File: config.mk
export PLATFORM = sky130hd
export DESIGN_NAME = dma_xlate
export DESIGN_NICKNAME = d
export VERILOG_FILES = /design/src/rtl/dma_xlate.sv
export SDC_FILE = /design/constraint.sdc
export NUM_CORES = 1
export LEC_CHECK = 0
export CORE_ASPECT_RATIO = 1.75
export CORE_MARGIN = 4
export CORE_UTILIZATION = 58
export DETAILED_ROUTE_END_ITERATION = 8
export DONT_BUFFER_PORTS = 1
export PLACE_DENSITY = 0.73
export SLEW_MARGIN = 10
export SYNTH_ARGS = -nofsm -noshare
export SYNTH_HDL_FRONTEND = slang
export SYNTH_SLANG_ARGS = --single-unit
File: constraint.sdc
create_clock -name clk -period 3.5 [get_ports clk]
set_input_delay 0.525 -clock clk [delete_from_list [all_inputs] [get_ports clk]]
set_output_delay 0.525 -clock clk [all_outputs]
set_load 0.02 [all_outputs]
File: src/rtl/dma_xlate.sv
module dma_xlate #(
  parameter int VA_W = 32,
  parameter int PA_W = 41
) (
  input  logic            clk,
  input  logic            rst_n,
  input  logic            cfg_we,
  input  logic            cfg_wide,
  input  logic [4:0]      cfg_addr,
  input  logic [63:0]     cfg_wdata,
  output logic [63:0]     cfg_rdata,
  input  logic            req_valid,
  output logic            req_ready,
  input  logic [VA_W-1:0] req_addr,
  input  logic            req_write,
  output logic            mem_rd_valid,
  input  logic            mem_rd_ready,
  output logic [63:0]     mem_rd_addr,
  input  logic            mem_rsp_valid,
  input  logic [63:0]     mem_rsp_data,
  output logic            rsp_valid,
  input  logic            rsp_ready,
  output logic [PA_W-1:0] rsp_paddr,
  output logic            rsp_page64k,
  output logic            rsp_writable,
  output logic            rsp_fault
);
  localparam logic [PA_W-1:0] BASE64_MASK = {{(PA_W-15){1'b1}}, 15'b0};
  localparam logic [PA_W-1:0] BASE8_MASK  = {{(PA_W-13){1'b1}}, 13'b0};

  typedef enum logic [1:0] {S_IDLE, S_FETCH, S_WAIT, S_RESP} state_t;
  state_t state;

  logic [63:0] ctrl_q, base_q;
  logic [VA_W-1:0] addr_q;
  logic write_q;
  logic [63:0] fetch_q;
  logic [PA_W-1:0] pa_q;
  logic p64_q, wok_q, flt_q;

  function automatic logic [63:0] merge(input logic [63:0] old, input logic wide,
                                        input logic lo, input logic [63:0] wd);
    if (wide && !lo) return wd;
    if (lo)          return {old[63:32], wd[31:0]};
    return {wd[31:0], old[31:0]};
  endfunction

  always_ff @(posedge clk or negedge rst_n) begin
    if (!rst_n) begin
      ctrl_q <= '0;
      base_q <= '0;
    end else if (cfg_we) begin
      if (cfg_addr[4:3] == 2'b00) ctrl_q <= merge(ctrl_q, cfg_wide, cfg_addr[2], cfg_wdata);
      if (cfg_addr[4:3] == 2'b01) base_q <= merge(base_q, cfg_wide, cfg_addr[2], cfg_wdata);
    end
  end

  logic [63:0] sel_reg;
  assign sel_reg   = (cfg_addr[4:3] == 2'b00) ? ctrl_q :
                     (cfg_addr[4:3] == 2'b01) ? base_q : 64'd0;
  assign cfg_rdata = (cfg_wide && !cfg_addr[2]) ? sel_reg :
                     cfg_addr[2] ? {32'd0, sel_reg[31:0]} : {32'd0, sel_reg[63:32]};

  logic       xl_en, tbl64;
  logic [2:0] code;
  logic       bad_code;
  logic [5:0] idx_bits;
  logic [63:0] idx_mask, shifted, fetch_addr;
  assign xl_en      = ctrl_q[0];
  assign tbl64      = ctrl_q[2];
  assign code       = ctrl_q[18:16];
  assign bad_code   = tbl64 && (code[2:1] == 2'b11);
  assign idx_bits   = 6'd10 + {3'd0, code};
  assign idx_mask   = (64'd1 << idx_bits) - 64'd1;
  assign shifted    = tbl64 ? (64'(req_addr) >> 16) : (64'(req_addr) >> 13);
  assign fetch_addr = base_q + ((shifted & idx_mask) << 3);

  logic [63:0] entry;
  always_comb
    for (int i = 0; i < 8; i++) entry[8*i +: 8] = mem_rsp_data[8*(7-i) +: 8];

  logic [PA_W-1:0] ent_pa, pa_xl;
  assign ent_pa = entry[PA_W-1:0];
  assign pa_xl  = entry[61] ? ((ent_pa & BASE64_MASK) | PA_W'(addr_q[15:0]))
                            : ((ent_pa & BASE8_MASK)  | PA_W'(addr_q[12:0]));

  always_ff @(posedge clk or negedge rst_n) begin
    if (!rst_n) begin
      state   <= S_IDLE;
      addr_q  <= '0;
      write_q <= 1'b0;
      fetch_q <= '0;
      pa_q    <= '0;
      p64_q   <= 1'b0;
      wok_q   <= 1'b0;
      flt_q   <= 1'b0;
    end else begin
      case (state)
        S_IDLE: if (req_valid) begin
          addr_q  <= req_addr;
          write_q <= req_write;
          fetch_q <= fetch_addr;
          p64_q   <= 1'b0;
          if (!xl_en) begin
            pa_q  <= PA_W'(req_addr);
            wok_q <= 1'b1;
            flt_q <= 1'b0;
            state <= S_RESP;
          end else if (bad_code) begin
            pa_q  <= '0;
            wok_q <= 1'b0;
            flt_q <= 1'b1;
            state <= S_RESP;
          end else begin
            state <= S_FETCH;
          end
        end
        S_FETCH: if (mem_rd_ready) state <= S_WAIT;
        S_WAIT: if (mem_rsp_valid) begin
          if (!entry[63]) begin
            pa_q  <= '0;
            p64_q <= 1'b0;
            wok_q <= 1'b0;
            flt_q <= 1'b1;
          end else begin
            pa_q  <= pa_xl;
            p64_q <= entry[61];
            wok_q <= entry[1];
            flt_q <= write_q && !entry[1];
          end
          state <= S_RESP;
        end
        S_RESP: if (rsp_ready) state <= S_IDLE;
        default: state <= S_IDLE;
      endcase
    end
  end

  assign req_ready    = (state == S_IDLE);
  assign mem_rd_valid = (state == S_FETCH);
  assign mem_rd_addr  = fetch_q;
  assign rsp_valid    = (state == S_RESP);
  assign rsp_paddr    = pa_q;
  assign rsp_page64k  = p64_q;
  assign rsp_writable = wok_q;
  assign rsp_fault    = flt_q;

  assert_single_flight_R9: assert property (@(posedge clk) disable iff (!rst_n)
    req_ready |-> !(mem_rd_valid || rsp_valid));
  assert_fetch_hold_R9: assert property (@(posedge clk) disable iff (!rst_n)
    mem_rd_valid && !mem_rd_ready |=> mem_rd_valid && $stable(mem_rd_addr));
  assert_rsp_hold_R9: assert property (@(posedge clk) disable iff (!rst_n)
    rsp_valid && !rsp_ready |=> rsp_valid && $stable(rsp_paddr) && $stable(rsp_fault));
  assert_flush_zero_R1: assert property (@(posedge clk) disable iff (!rst_n)
    cfg_addr[4] |-> cfg_rdata == 64'd0);
  assert_ro_write_fault_R7: assert property (@(posedge clk) disable iff (!rst_n)
    rsp_valid && write_q && !rsp_writable |-> rsp_fault);
  assert_bypass_no_fetch_R3: assert property (@(posedge clk) disable iff (!rst_n)
    req_valid && req_ready && !ctrl_q[0] |=> rsp_valid);
endmodule

==> results.sh, run 1 <==
export IMPL_max_freq_ghz=0.295
export IMPL_numCtsBuffers=23
export IMPL_internal_power_w=0.00709
export IMPL_die_area_um2=27200
export IMPL_via_per_inst=6.55
export IMPL_synth_cells=1385
export IMPL_synth_area_leaders="dfrtp_1, mux2_2, mux2i_1"
export IMPL_r2r_cells=14
export IMPL_synthesis_nets=1589
export IMPL_p_leak_nw=6.87
export IMPL_row_count=75
export IMPL_synth_enable_flop_cells=0
export IMPL_holdCritPathClass="in2async"
export IMPL_slew_viol_final=0
export IMPL_gr_total_overflow=0
export IMPL_critPathLaunchType="register"
export IMPL_timing_rr_end="mem_rd_addr[53]$_DFFE_PN0P_"
export IMPL_fin_crit_sh=0.968
export IMPL_synth_ff_type="dfrtp_1"
export IMPL_placed_cell_area_um2=14800
export IMPL_syn_to_final_growth_pct=11.4
export IMPL_grt_total_usage=0.320
export IMPL_yosysWarningCount=0
export IMPL_globalplace_congestion=0.976
export IMPL_cp_end_kind="register"
export IMPL_finalHoldViolCount=255
export IMPL_p_clk_frac=0.217
export IMPL_outcome="complete, but fails checks"
export IMPL_ys_async_sr_fraction=1.00
export IMPL_syn_cell_area_um2=14200
export IMPL_critical_path_class="reg2reg"
export IMPL_diodes=0
export IMPL_cts_tree="done"
export IMPL_portBuffers=0
export IMPL_period_needed_ns=3.39
export IMPL_timing_hold_ws_ns=-0.324
export IMPL_r2r_start="ctrl_q[17]$_DFFE_PN0P_"
export IMPL_relSlewSlack=0.244
export IMPL_initial_core_util=0.591
export IMPL_worst_r2r_setup_slack_ns=0.11
export IMPL_clock_skew_ns=0.0128
export IMPL_synth_distinct_cells=60
export IMPL_layout_drive_gt1_share=0.238
export IMPL_stdcell_area_um2=15900
export IMPL_critPathMaxStageDelay_ns=0.47
export IMPL_violations="hold timing"
export IMPL_ys_ff_latch=255
export IMPL_syn_area_per_cell_um2=10.3
export IMPL_drtIter0Drc=742
export IMPL_cp_slowest_cell="dfrtp_2"
export IMPL_coreArea_um2=24100
export IMPL_setup_violations=0
export IMPL_htreeDepth=1
export IMPL_grt_pass1_wl_um=68200
export IMPL_grt_pass1_vias=11800
export IMPL_drv_cap=0
export IMPL_die_w_um=126
export IMPL_drt_pass1_iterations=6
export IMPL_synth_top_area_frac=0.448
export IMPL_crit_fanout=10
export IMPL_power_switching_share=0.416
export IMPL_fillers=1909
export IMPL_cts_sinks=255
export IMPL_routed_wl_um=44600
export IMPL_grt_max_degree=256
export IMPL_total_power_w=0.0121
export IMPL_seq_area_frac_synth=0.448
export IMPL_synth_top_area_cell="dfrtp_1"
export IMPL_dp_hpwl_um=32800
export IMPL_dp_slack_ns=-0.0899
export IMPL_p_switching_w=0.00505
export IMPL_ir_drop_mv=0.499
export IMPL_cts_root_buf="clkbuf_16"
export IMPL_vias=11200
export IMPL_ios=349
export IMPL_wl_per_cell_um=26.1
export IMPL_cts_clk_slew_worst_paths_ns=0.07
export IMPL_cp_cell_sequence="inv_2 > ha_4 > buf_4 > a21oi_1 > nor2_1 > ha_1 > a21oi_1 > o21a_1 > nor3b_2 > a211oi_1 > buf_4 > a211oi_1 > xnor2_1 > o21ai_0"
export IMPL_setup_ws_ns=0.111
export IMPL_nets=1587
export IMPL_die_h_um=215
export IMPL_arrival_ns=3.80
export IMPL_worstMarginPinSlew_ns=1.13
export IMPL_insertion_delay_ns=0.54
export IMPL_clk_path_buf_depth=3
export IMPL_comb_power_share=0.325
export IMPL_drcViolationCount=0
export IMPL_pwr_share_seq=0.457
export IMPL_antenna_found_initial=0
export IMPL_ant_nets=0
export IMPL_p_per_area_nw_per_um2=765
export IMPL_crit_required_ns=3.91
==> layout by cell type (no fill, tap or decap), drive strengths merged, types with 33 or more instances in the layout <==
cell,instances
a221oi,33
buf,71
clkbuf,35
dfrtp,255
mux2,135
mux2i,75
nand2,166
nand3,44
nor2,163
nor2b,35
o21ai,64
==> logic make-up (layout without fill, tap and decap cells) <==
group / count (synthesis) / after routing / synth area share
simple gates: 498 / 498 / 0.160
flops: 255 / 255 / 0.448
xor+xnor: 40 / 40 / 0.0246
mux: 242 / 242 / 0.210
buf+inv: 115 / 130 / 0.0325
compound gates: 205 / 205 / 0.0984
fa+ha+maj: 30 / 30 / 0.0269
==> how the worst max path moves through the flow <==
stage / startpoint / endpoint / slack [ns] / cells past startpoint
after floorplan: ctrl_q[17]$_DFFE_PN0P_ / mem_rd_addr[48]$_DFFE_PN0P_ / 0.009 / 14
after global placement: ctrl_q[17]$_DFFE_PN0P_ / mem_rd_addr[22]$_DFFE_PN0P_ / -0.05 / 15
after detailed placement: ctrl_q[17]$_DFFE_PN0P_ / mem_rd_addr[22]$_DFFE_PN0P_ / -0.09 / 15
after CTS: ctrl_q[17]$_DFFE_PN0P_ / mem_rd_addr[52]$_DFFE_PN0P_ / -0.01 / 16
after global routing: ctrl_q[18]$_DFFE_PN0P_ / mem_rd_addr[62]$_DFFE_PN0P_ / -0.02 / 17
final: ctrl_q[17]$_DFFE_PN0P_ / mem_rd_addr[53]$_DFFE_PN0P_ / 0.11 / 14
==> power by group through the flow <==
| stage | logic (W) | clock network [W] | registers, W |
|---|---|---|---|
| CTS | 0.00385 | 0.00265 | 0.00555 |
| floorplan | 0.00290 | 0 | 0.00517 |
| detailed placement | 0.00381 | 0 | 0.00561 |
| finish | 0.00395 | 0.00264 | 0.00555 |
| global route | 0.00439 | 0.00278 | 0.00564 |
| global placement | 0.00371 | 0 | 0.00556 |
==> cell usage after synthesis (9+ instances only) <==
master	n
clkbuf_1	73
nand2_1	166
mux2_2	135
o211ai_1	10
mux2i_1	75
a211oi_1	11
dfrtp_1	255
a221oi_1	33
and2_1	11
a31oi_1	14
buf_2	19
ha_1	29
nor2b_1	35
xor2_1	13
nor2_1	163
nand3_1	43
a21oi_1	30
inv_1	17
xnor2_1	27
o31ai_1	9
nand4_1	14
and3_1	15
o21ai_0	56
mux4_2	32
==> layout make-up <==
cell class	instances	area [um2]	share of cell area
clock buffer	35	711	0.0448
timing repair buffer	71	603	0.0380
clock inverter	7	67.6	0.00426
inverter	17	63.8	0.00402
multi-input combinational	1015	7660	0.482
sequential	255	6380	0.402
tap	308	385	0.0243
==> per-stage QoR <==
step,utilization,setup TNS [ns],hold WS [ns],cells
2_1_floorplan,-,0,0.229,1385
3_3_place_gp,0.612,-0.134,0.235,1655
3_5_place_dp,0.612,-0.379,0.235,1655
4_1_cts,0.647,-0.0235,-0.331,1700
5_1_grt,0.658,-0.0177,-0.337,1708
6_report,0.658,0,-0.324,1708
==> layer usage <==
layer / vias to the layer above / track usage / share of wire
met4: 0 / 0.165 / 0.061
met2: 500 / 0.589 / 0.54
met1: 5621 / 0.339 / 0.33
met5: - / 0 / 0
met3: 126 / 0.0663 / 0.070
li1: 4946 / - / -
==> flip-flops by register name, summed over array words and instances (netlist names), 2 cells and up <==
| register | count |
|---|---|
| state | 2 |
| mem_rd_addr | 64 |
| base_q | 64 |
| addr_q | 16 |
| rsp_paddr | 41 |
| ctrl_q | 64 |
==> critical path: cells and delay by family (launching register included) <==
| kind | cells | cell delay (ns) |
|---|---|---|
| adder cells (fa/ha/maj) | 2 | 0.56 |
| buffers and inverters | 3 | 0.54 |
| flip-flops | 1 | 0.47 |
| AO/OA/AOI/OAI | 6 | 1.25 |
| XOR/XNOR | 1 | 0.29 |
| AND/OR/NAND/NOR | 2 | 0.13 |
==> what timing repair did <==
action | in CTS | in global routing
pin swaps | 6 | 21
buffers inserted | 3 | 8
gates resized for setup | 7 | 41
endpoints found under the hold margin | 255 | 255
endpoints found under the setup margin | 21 | 41
Power figures use the tool's default switching activity.
==> run 2, diff against run 1 <==
GPL_TIMING_DRIVEN = 0   (was not set)
==> run 2 against run 1 <==
  * The flow still finishes with violations (hold timing)
  * Worst hold slack improved by 0.0081 ns
  * Critical path type unchanged
  * Routed wire length increased by 5.9%
  * Largest cell class unchanged
  * Total power increased by 2.7%
==> results.sh, run 2 (same netlist as run 1, synthesis figures left out) <==
export IMPL_outcome="complete, but fails checks"
export IMPL_cts_root_buf="clkbuf_16"
export IMPL_crit_fanout=8
export IMPL_layout_drive_gt1_share=0.213
export IMPL_setup_ws_ns=0.0115
export IMPL_clock_skew_ns=0.0215
export IMPL_nets=1630
export IMPL_p_per_area_nw_per_um2=783
export IMPL_timing_hold_ws_ns=-0.316
export IMPL_crit_required_ns=3.91
export IMPL_period_needed_ns=3.49
export IMPL_cp_end_kind="register"
export IMPL_syn_to_final_growth_pct=11.9
export IMPL_slew_viol_final=0
export IMPL_die_h_um=215
export IMPL_insertion_delay_ns=0.54
export IMPL_critical_path_class="reg2reg"
export IMPL_numCtsBuffers=24
export IMPL_holdCritPathClass="in2async"
export IMPL_vias=11500
export IMPL_antenna_found_initial=1
export IMPL_initial_core_util=0.591
export IMPL_routed_wl_um=47200
export IMPL_via_per_inst=6.58
export IMPL_finalHoldViolCount=255
export IMPL_globalplace_congestion=0.965
export IMPL_relSlewSlack=0.360
export IMPL_coreArea_um2=24100
export IMPL_drv_cap=0
export IMPL_die_area_um2=27200
export IMPL_die_w_um=126
export IMPL_mostFrequentLayoutCells="dfrtp_1, nand2_1, nor2_1"
export IMPL_drtIter0Drc=994
export IMPL_total_power_w=0.0125
export IMPL_drt_pass1_iterations=5
export IMPL_drcViolationCount=0
export IMPL_worstMarginPinSlew_ns=0.960
export IMPL_max_freq_ghz=0.287
export IMPL_htreeDepth=1
export IMPL_wl_per_cell_um=27.0
export IMPL_portBuffers=0
export IMPL_dp_hpwl_um=35600
export IMPL_row_count=75
export IMPL_ir_drop_mv=0.485
export IMPL_violations="hold timing"
export IMPL_cts_sinks=255
export IMPL_fin_crit_sh=0.997
export IMPL_diodes=0
export IMPL_grt_pass1_wl_um=71400
export IMPL_critPathLaunchType="register"
export IMPL_ant_nets=0
export IMPL_gr_total_overflow=0
export IMPL_cts_tree="done"
export IMPL_arrival_ns=3.90
export IMPL_grt_max_degree=256
export IMPL_cts_clk_slew_worst_paths_ns=0.06
export IMPL_dp_slack_ns=-0.858
export IMPL_rsz0062_at_grt="true"
export IMPL_p_leak_nw=6.80
export IMPL_grt_pass1_vias=12000
export IMPL_setup_violations=0
export IMPL_grt_total_usage=0.339
export IMPL_final_common_cell="dfrtp_1"
export IMPL_ios=349
export IMPL_clk_path_buf_depth=3
[run 2: cell count changes in the layout (fill, tap and decap cells not counted), sizes merged]
cell	change
clkbuf	+70
bufinv	+2
buf	-32
clkinv	-3
o2111ai	+1
o211ai	+1
[run 2: report_power, final]
part | internal [W] | total (W) | switching [W]
sequential | 0.00392 | 0.00557 | 0.00165
clock | 0.00159 | 0.00275 | 0.00116
combinational | 0.00167 | 0.00416 | 0.00249
total | 0.00718 | 0.0125 | 0.00529
[run 2: metal layers]
metal	track usage	vias to the layer above	wire, um
met5	0	-	19
met4	0.186	2	3030
met3	0.0765	147	3770
met2	0.615	593	25000
met1	0.357	5721	15400
li1	-	5030	-
[run 2: layout make-up]
class	instances	area [um2]
Fill cell	1989	8180
Multi-Input combinational cell	1017	7740
Sequential cell	255	6380
Clock buffer	33	686
Buffer	93	417
Tap cell	308	385
Timing Repair Buffer	18	143
Clock inverter	6	111
Inverter	17	68.8
[run 2: worst max-delay path: stages, from the launching register on]
cell and delay, ns:
dfrtp_2 0.48, buf_6 0.17, ha_4 0.17, nor2_4 0.12, nor4_2 0.05, o21ai_1 0.19, a21oi_2 0.09, ha_1 0.30
buf_6 0.15, a211o_4 0.37, a211oi_4 0.23, o21ai_2 0.09, buf_6 0.16, buf_4 0.14, o2111ai_2 0.13, a211oi_2 0.13
xnor2_1 0.28, o21ai_0 0.12
[run 2: what timing repair did]
item | in CTS | in global routing
pin swaps | 11 | 10
endpoints found under the hold margin | 255 | 255
gates resized for setup | 41 | 46
endpoints found under the setup margin | 48 | 45
cloned | 2 | 0
buffers inserted | 13 | 5
[run 2: final timing paths]
check                                       start                           to  slack (ns)  cells past startpoint
setup / recovery           ctrl_q[17]$_DFFE_PN0P_  mem_rd_addr[50]$_DFFE_PN0P_        0.01                     17
hold / removal                              rst_n    rsp_paddr[32]$_DFFE_PN0P_       -0.32                      0
setup reg to reg           ctrl_q[17]$_DFFE_PN0P_  mem_rd_addr[50]$_DFFE_PN0P_        0.01                     17
hold reg to reg            addr_q[14]$_DFFE_PN0P_       addr_q[14]$_DFFE_PN0P_        0.48                      2
max in group asynchronous                   rst_n  mem_rd_addr[33]$_DFFE_PN0P_        3.37                      0
min in group clk                      req_addr[9]        addr_q[9]$_DFFE_PN0P_        0.09                      2
[run 2: stage by stage]
step | cell area, um2 | std cells | hold slack, ns | setup TNS (ns) | util
after floorplan | 14200 | 1385 | 0.229 | 0 | -
after global placement | 14600 | 1693 | 0.236 | -23.81 | 0.607
after detailed placement | 14600 | 1693 | 0.235 | -25.93 | 0.607
after CTS | 15700 | 1743 | -0.323 | -0.00777 | 0.651
after global routing | 15900 | 1747 | -0.329 | -0.684 | 0.661
final | 15900 | 1747 | -0.316 | 0 | 0.661
==> run 3, diff against run 2 <==
ABC_AREA = 1   (was not set)
==> run 3 against run 2 <==
  * The flow still finishes with violations (hold timing)
  * Combinational power fell by 15%
  * Global-route usage rose by 6.3 points
  * Die area up 4.9%
  * Synthesized area is 5.1% higher
  * Utilization is 2.4 points lower
  * Worst hold slack improved by 0.0024 ns
  * Sequential power is 3% lower
  * Sequential share of layout area is 0.51 points lower
  * Cell count is 46% higher
  * Via count grew 32%
  * Clock skew shrank 0.0044 ns
  * Largest cell class unchanged
==> results.sh, run 3 <==
export IMPL_drcViolationCount=0
export IMPL_syn_cell_area_um2=15000
export IMPL_r2r_cells=19
export IMPL_r2r_start="ctrl_q[18]$_DFFE_PN0P_"
export IMPL_via_per_inst=5.94
export IMPL_netlist_top_cells_count="nand2_1, inv_1, o21ai_0"
export IMPL_drtIter0Drc=1264
export IMPL_slew_viol_final=0
export IMPL_period_needed_ns=3.37
export IMPL_insertion_delay_ns=0.54
export IMPL_worst_path_most_repeated_cell="nand2_1"
export IMPL_wl_per_cell_um=22.9
export IMPL_die_h_um=221
export IMPL_die_w_um=129
export IMPL_nets=2431
export IMPL_row_count=77
export IMPL_ios=349
export IMPL_initial_core_util=0.591
export IMPL_layoutNonFillerInstCount=2557
export IMPL_critPathMaxStageDelay_ns=0.42
export IMPL_antenna_found_initial=2
export IMPL_p_per_area_nw_per_um2=705
export IMPL_violations="hold timing"
export IMPL_holdCritPathClass="in2async"
export IMPL_syn_to_final_growth_pct=7.80
export IMPL_synth_enable_flop_cells=0
export IMPL_synthMostInstantiatedCell="nand2_1"
export IMPL_vias=15200
export IMPL_gr_total_overflow=0
export IMPL_tns_ns=0
export IMPL_cts_sinks=255
export IMPL_timing_hold_ws_ns=-0.313
export IMPL_final_common_cell="nand2_1"
export IMPL_cts_tree="done"
export IMPL_max_freq_ghz=0.296
export IMPL_grt_max_degree=256
export IMPL_dp_cells=2519
export IMPL_die_area_um2=28600
export IMPL_synth_top_area_cell="dfrtp_1"
export IMPL_syn_area_per_cell_um2=6.80
export IMPL_htreeDepth=1
export IMPL_cp_cell_sequence="inv_2 > ha_2 > nor2_1 > nand2_1 > nand2_1 > nor3_1 > a31oi_1 > nor3_2 > ha_4 > nand2_1 > inv_1 > a21boi_0 > nor2_1 > inv_1 > nand3_4 > nand3_1 > nand2_1 > nand2_1 > nand2_1"
export IMPL_critPathLaunchType="register"
export IMPL_crit_family="simple AND/OR/NAND/NOR gates"
export IMPL_synth_cells=2203
export IMPL_cp_end_kind="register"
export IMPL_yosysWarningCount=0
export IMPL_synth_distinct_cells=41
export IMPL_routed_wl_um=58500
export IMPL_crit_fanout=7
export IMPL_globalplace_congestion=1.04
export IMPL_relSlewSlack=0.461
export IMPL_grt_pass1_wl_um=85400
export IMPL_cp_slowest_cell="dfrtp_1"
export IMPL_synthesis_nets=2407
export IMPL_ys_ff_latch=255
export IMPL_critical_path_class="reg2reg"
export IMPL_p_leak_nw=8.10
export IMPL_drt_pass1_iterations=6
export IMPL_finalHoldViolCount=255
export IMPL_arrival_ns=3.79
export IMPL_synth_area_leaders="dfrtp_1, nand2_1, o21ai_0"
export IMPL_mostFrequentLayoutCells="nand2_1, inv_1, o21ai_0"
export IMPL_clock_skew_ns=0.0171
export IMPL_outcome="complete, but fails checks"
export IMPL_numCtsBuffers=23
export IMPL_worstMarginPinSlew_ns=0.808
export IMPL_cts_root_buf="clkbuf_16"
export IMPL_clk_path_buf_depth=3
export IMPL_timing_rr_end="mem_rd_addr[59]$_DFFE_PN0P_"
export IMPL_setup_violations=0
export IMPL_cts_clk_slew_worst_paths_ns=0.06
export IMPL_fin_crit_sh=0.964
export IMPL_dp_hpwl_um=47200
export IMPL_ir_drop_mv=0.446
export IMPL_ys_async_sr_fraction=1.00
export IMPL_grt_pass1_vias=15000
export IMPL_cp_buffers_inverters=3
export IMPL_synth_top_area_frac=0.426
export IMPL_grt_total_usage=0.402
export IMPL_crit_required_ns=3.92
export IMPL_seq_area_frac_synth=0.426
export IMPL_coreArea_um2=25300
export IMPL_ant_nets=0
export IMPL_layout_drive_gt1_share=0.0402
export IMPL_worst_r2r_setup_slack_ns=0.13
export IMPL_drv_cap=0
export IMPL_portBuffers=0
export IMPL_synth_ff_type="dfrtp_1"
-- run 3: cell count changes after synthesis, moves of 12 or more --
cell,delta
o21ai_0,+218
inv_1,+298
a31oi_1,+27
xor2_1,-12
a221oi_1,-32
nand3_1,+94
nand2_1,+606
and3_1,-15
mux2_2,-135
mux4_2,-32
nor2_1,-14
nor2b_1,-35
mux2i_1,-74
-- run 3: metal layers --
layer,track usage,vias up,wire length (um)
li1,-,6979,-
met1,0.388,7064,17900
met2,0.711,869,29200
met3,0.0742,278,4850
met4,0.364,4,6550
met5,0,-,27
-- run 3: power breakdown --
| group | switching, W | internal [W] | total [W] |
|---|---|---|---|
| Clock | 0.00111 | 0.00131 | 0.00243 |
| Combinational | 0.00244 | 0.00111 | 0.00355 |
| Sequential | 0.00153 | 0.00387 | 0.00540 |
-- run 3: timing repair --
action	CTS	global route
setup buffers	0	0
gates resized for setup	6	19
pin swaps	0	3
endpoints found under the hold margin	255	255
setup endpoints to repair	30	33
-- run 3: logic make-up (layout without fill, tap and decap cells) --
| kind of cell | after synthesis | after routing | synth area share |
|---|---|---|---|
| other | 0 | 1 | 0 |
| flip-flops | 255 | 255 | 0.426 |
| AO/OA/AOI/OAI | 368 | 368 | 0.129 |
| XOR/XNOR | 18 | 18 | 0.0105 |
| adder cells (fa/ha/maj) | 30 | 30 | 0.0256 |
| buffers and inverters | 412 | 449 | 0.105 |
| multiplexers | 1 | 1 | 0.000668 |
| AND/OR/NAND/NOR | 1119 | 1119 | 0.303 |
-- run 3: cell type report --
class,count,area (um2)
fillers,2404,9200
multi-input cells,1536,7100
flip-flops and latches,255,6380
inverters,319,1200
clock buffers,34,667
well taps,316,395
plain buffers,92,372
clock inverters,4,23.8
diodes,1,2.50
-- run 3: stage by stage --
| stage | power, W | instance area, um2 | util | hold slack, ns | setup slack [ns] |
|---|---|---|---|---|---|
| global placement | 0.00879 | 15400 | 0.607 | 0.235 | -0.134 |
| global route | 0.0120 | 16100 | 0.637 | -0.324 | -0.0307 |
| finish | 0.0114 | 16100 | 0.637 | -0.313 | 0.127 |
| detailed placement | 0.00893 | 15400 | 0.607 | 0.235 | -0.202 |
| CTS | 0.0113 | 16100 | 0.635 | -0.330 | 0.0450 |
| floorplan | 0.00756 | 15000 | - | 0.229 | 0.689 |
-- run 3: worst max-delay path by stage --
stage | from | end | cells after the start
floorplan | ctrl_q[17]$_DFFE_PN0P_ | mem_rd_addr[61]$_DFFE_PN0P_ | 20
global placement | ctrl_q[17]$_DFFE_PN0P_ | mem_rd_addr[58]$_DFFE_PN0P_ | 17
detailed placement | ctrl_q[17]$_DFFE_PN0P_ | mem_rd_addr[58]$_DFFE_PN0P_ | 17
CTS | ctrl_q[18]$_DFFE_PN0P_ | mem_rd_addr[46]$_DFFE_PN0P_ | 18
global route | ctrl_q[17]$_DFFE_PN0P_ | mem_rd_addr[59]$_DFFE_PN0P_ | 20
finish | ctrl_q[18]$_DFFE_PN0P_ | mem_rd_addr[59]$_DFFE_PN0P_ | 19
